==> config.mk <==
export PLATFORM = sky130hd
export DESIGN_NAME = rx_idle_timer
export DESIGN_NICKNAME = d
export VERILOG_FILES = /design/src/rtl/rx_idle_timer.sv
export SDC_FILE = /design/constraint.sdc
export NUM_CORES = 1
export LEC_CHECK = 0
export BUFFER_PORTS_ARGS = -buffer_cell sky130_fd_sc_hd__buf_4
export CAP_MARGIN = 25
export CORE_UTILIZATION = 40
export DETAILED_ROUTE_END_ITERATION = 6
export GPL_TIMING_DRIVEN = 0
export RECOVER_POWER = 50
export SLEW_MARGIN = 15
export SYNTH_ARGS = -nofsm -noshare
export SYNTH_HDL_FRONTEND = slang
export SYNTH_SLANG_ARGS = --single-unit
==> constraint.sdc <==
create_clock -name clk -period 2.11 [get_ports clk]
set_input_delay 0 -clock clk [delete_from_list [all_inputs] [get_ports clk]]
set_output_delay 0 -clock clk [all_outputs]
set_load 0.02 [all_outputs]
==> src/rtl/rx_idle_timer.sv <==
module rx_idle_timer #(
  parameter int CNT_W = 8
) (
  input  logic             clk,
  input  logic             rst_n,
  input  logic             arm_i,
  input  logic             restart_i,
  input  logic             char_i,
  input  logic             tick_i,
  input  logic [CNT_W-1:0] limit_i,
  output logic             timeout_o,
  output logic             active_o
);
  logic [CNT_W-1:0] cnt_q;
  logic             run_q, wait_q, flag_q;
  logic             off;
  logic             last;

  assign off  = (limit_i == '0);
  assign last = (cnt_q == CNT_W'(1));

  always_ff @(posedge clk or negedge rst_n) begin
    if (!rst_n) begin
      cnt_q  <= '0;
      run_q  <= 1'b0;
      wait_q <= 1'b0;
      flag_q <= 1'b0;
    end else if (arm_i) begin
      flag_q <= 1'b0;
      run_q  <= 1'b0;
      wait_q <= 1'b1;
    end else if (off) begin
      run_q  <= 1'b0;
    end else if (restart_i || (char_i && (wait_q || run_q))) begin
      cnt_q  <= limit_i;
      run_q  <= 1'b1;
      wait_q <= 1'b0;
    end else if (run_q && tick_i) begin
      if (last) begin
        flag_q <= 1'b1;
        run_q  <= 1'b0;
        cnt_q  <= '0;
      end else begin
        cnt_q  <= cnt_q - CNT_W'(1);
      end
    end
  end

  assign timeout_o = flag_q;
  assign active_o  = run_q;
endmodule


==> reports/metrics.cfg <==
[cts]
cts_sinks = 11
ctsRootBufferMaster = clkbuf_4
cts_tree = built
h-tree-depth = 1
cts_made_buffers = 3
clk_latency_ns = 0.27
post_cts_buffers = 0
cts.path.max_buffers = 2
path_clk_slew_ns = 0.08

[route]
ant_nets = 0
vias_per_cell = 5.64
dr.pass1.iters = 4
drc = 0
vias = 711
routedWlPerCell_microns = 14.3
wl_mm = 1.81
drt_iter0_drc = 30

[synth]
syn_avg_cell_area_sq_um = 9.38
yosysMostFrequentCell = dfrtp_1
ys_seq_elements = 11
yosysSeqAreaShare_pct = 36.7
yosys.area.top_type = dfrtp_1
synthCells = 80
synthTopCellsByCount = dfrtp_1, inv_1, nor2_1, nor3_1, o22ai_1
ys.flop_type = dfrtp_1
ys_top_cells_by_area = dfrtp_1, a32oi_1, o22ai_1, a211oi_1, inv_1
syn_area_sq_um = 751
synth_top_area_share_pct = 36.7
syn-num-nets = 96
ys_warn_count = 0
async_flop_share_pct = 100
synth_edf_count = 0
synth_cell_types = 31

[placed_design]
gp_congestion = 0.790
dpl.hpwl_mm = 1.33
post-place-ws_ns = 0.161
port_buffers = 15

[global_routing]
grt.busiest_layer = met2
grt_pass1_wl_mm = 2.90
grt.met3_usage_pct = 4.00
use_met2_pct = 30.4
grt_max_degree = 12
antenna_found_initial = 0
grt_overflow_total = 0
grt_pass1_vias = 662
met1_usage_pct = 27.3
track_usage_pct = 19.6

[floorplan]
die-width_microns = 45.3
die_area_sq_um = 2050
fp.coreArea_sq_um = 1750
initial_core_util_pct = 43.0
num_rows = 15
ios = 16
fp.dieH_microns = 45.3

[power]
p_int_mw = 0.434
vdd_drop_max_uv = 408
p_clk_share_pct = 21.5
switchingPower_mw = 0.265
p_leak_nw = 0.382
seqPwrFrac_pct = 44.1
p_sw_share_pct = 38.0
cellPowerDensity_nw_per_um2 = 745
pwr-share-comb_pct = 34.4

[flow_run]
max_cap_violations = 0

[layout]
syn_to_final_growth_pct = 25.0
fin_nets = 118
diodes = 0
drive_gt1_share_pct = 23.8

[timing]
fin_ws_ns = 0.193
relSlewSlack_pct = 57.7
fin_crit_sh_pct = 90.9
worst_pin_slew_ns = 0.630
fin_worst_skew_ns = 0.00395
fin_crit_ns = 1.92
rsz0062_at_grt = false
hold_viol_final = 0
tns_ns = 0
setup_viol = 0
drv_slew = 0
fmaxAchievable_ghz = 0.522

[status]
status = completed

[min_path]
hold_class = input port to flip-flop

[critical_path]
cp.required_ns = 2.30
rrSetupSlack_ns = 0.19
worstPathArrival_ns = 2.11
critPathMaxFanout = 9
critPathCaptureType = flip-flop
critPathKind = flip-flop to flip-flop
crit_path_start_kind = flip-flop

worst paths after layout:
kind | endpoint | from | cells after the start
max in group asynchronous | cnt_q[7]$_DFFE_PN0P_ | rst_n | 2
min reg2reg | timeout_o$_DFFE_PN0P_ | timeout_o$_DFFE_PN0P_ | 2
min in group asynchronous | cnt_q[4]$_DFFE_PN0P_ | rst_n | 2
min | cnt_q[5]$_DFFE_PN0P_ | limit_i[5] | 3
max | cnt_q[2]$_DFFE_PN0P_ | cnt_q[1]$_DFFE_PN0P_ | 6
max reg2reg | cnt_q[2]$_DFFE_PN0P_ | cnt_q[1]$_DFFE_PN0P_ | 6
what timing repair did:
action	4_1_cts	5_1_grt
setup endpoints to repair	0	1
resized for setup	0	1
hold buffers	2	0
endpoints found under the hold margin	12	0
state kept, by name, summed over array words and instances (netlist names):
register   flops
active_o       1
cnt_q          8
wait_q         1
timeout_o      1
per-stage QoR:
step / instance area, sq um / power [mW] / hold slack (ns) / std cells / utilization [%]
2_1_floorplan: 751 / 0.469 / -0.296 / 80 / -
3_3_place_gp: 895 / 0.545 / -0.156 / 120 / 51.3
3_5_place_dp: 895 / 0.545 / -0.156 / 120 / 51.3
4_1_cts: 941 / 0.696 / 0.0349 / 126 / 53.9
5_1_grt: 938 / 0.745 / 0.0539 / 126 / 53.8
6_report: 938 / 0.699 / 0.0371 / 126 / 53.8
layout make-up:
class | instances | area, sq um
fill | 178 | 807
multi-input combinational | 60 | 439
sequential | 11 | 275
timing repair buffer | 17 | 125
tap | 25 | 31.3
inverter | 8 | 30.0
clock buffer | 4 | 26.3
buffer | 1 | 11.3
cells in the final DEF, fill, tap and decap left out, drive strengths merged:
master       synthesis  routed
nor3                 5       5
nor2                 5       5
a21o                 1       1
a32oi                4       4
dlygate4sd3          0       2
or4                  1       1
inv                  8       8
nor3b                1       1
o32ai                1       1
a21oi                4       4
or2                  1       1
nor4                 5       5
nand3b               1       1
o21a                 1       1
buf                  1      14
a21boi               1       1
mux2i                2       2
dfrtp               11      11
clkbuf               0       6
nand2                4       4
a22oi                1       1
nand3                2       2
mux2                 1       1
o22ai                5       5
o21ai                4       4
a211oi               5       5
ha                   2       2
o31ai                1       1
and2                 1       1
a311oi               1       1
worst max-delay path: stages (launching register included):
cell	delay [ns]
dfrtp_1	0.45
inv_1	0.09
ha_1	0.20
nor3b_2	0.19
a211oi_2	0.54
a32oi_1	0.18
o22ai_1	0.19
cell families after synthesis:
| kind of cell | count (synthesis) | share of synthesized area, % |
|---|---|---|
| buf+inv | 9 | 5.50 |
| compound gates | 29 | 29.7 |
| flops | 11 | 36.7 |
| fa+ha+maj | 2 | 3.33 |
| simple gates | 26 | 20.2 |
| mux | 3 | 4.67 |
power by group through the flow:
stage	Sequential, mW	Combinational (mW)	Clock, mW
after floorplan	0.299	0.170	0
after global placement	0.310	0.236	0
after detailed placement	0.311	0.234	0
after CTS	0.306	0.239	0.150
after global routing	0.315	0.268	0.162
final	0.308	0.241	0.150
layer usage:
| metal | vias to the layer above | part of all wire, % | routed length, microns |
|---|---|---|---|
| met2 | 23 | 46 | 832 |
| met3 | 2 | 5.6 | 102 |
| met4 | 0 | 0.61 | 11 |
| met1 | 330 | 48 | 859 |
| met5 | - | 0 | 0 |
| li1 | 356 | - | - |
(Power assumes the default switching activity.)
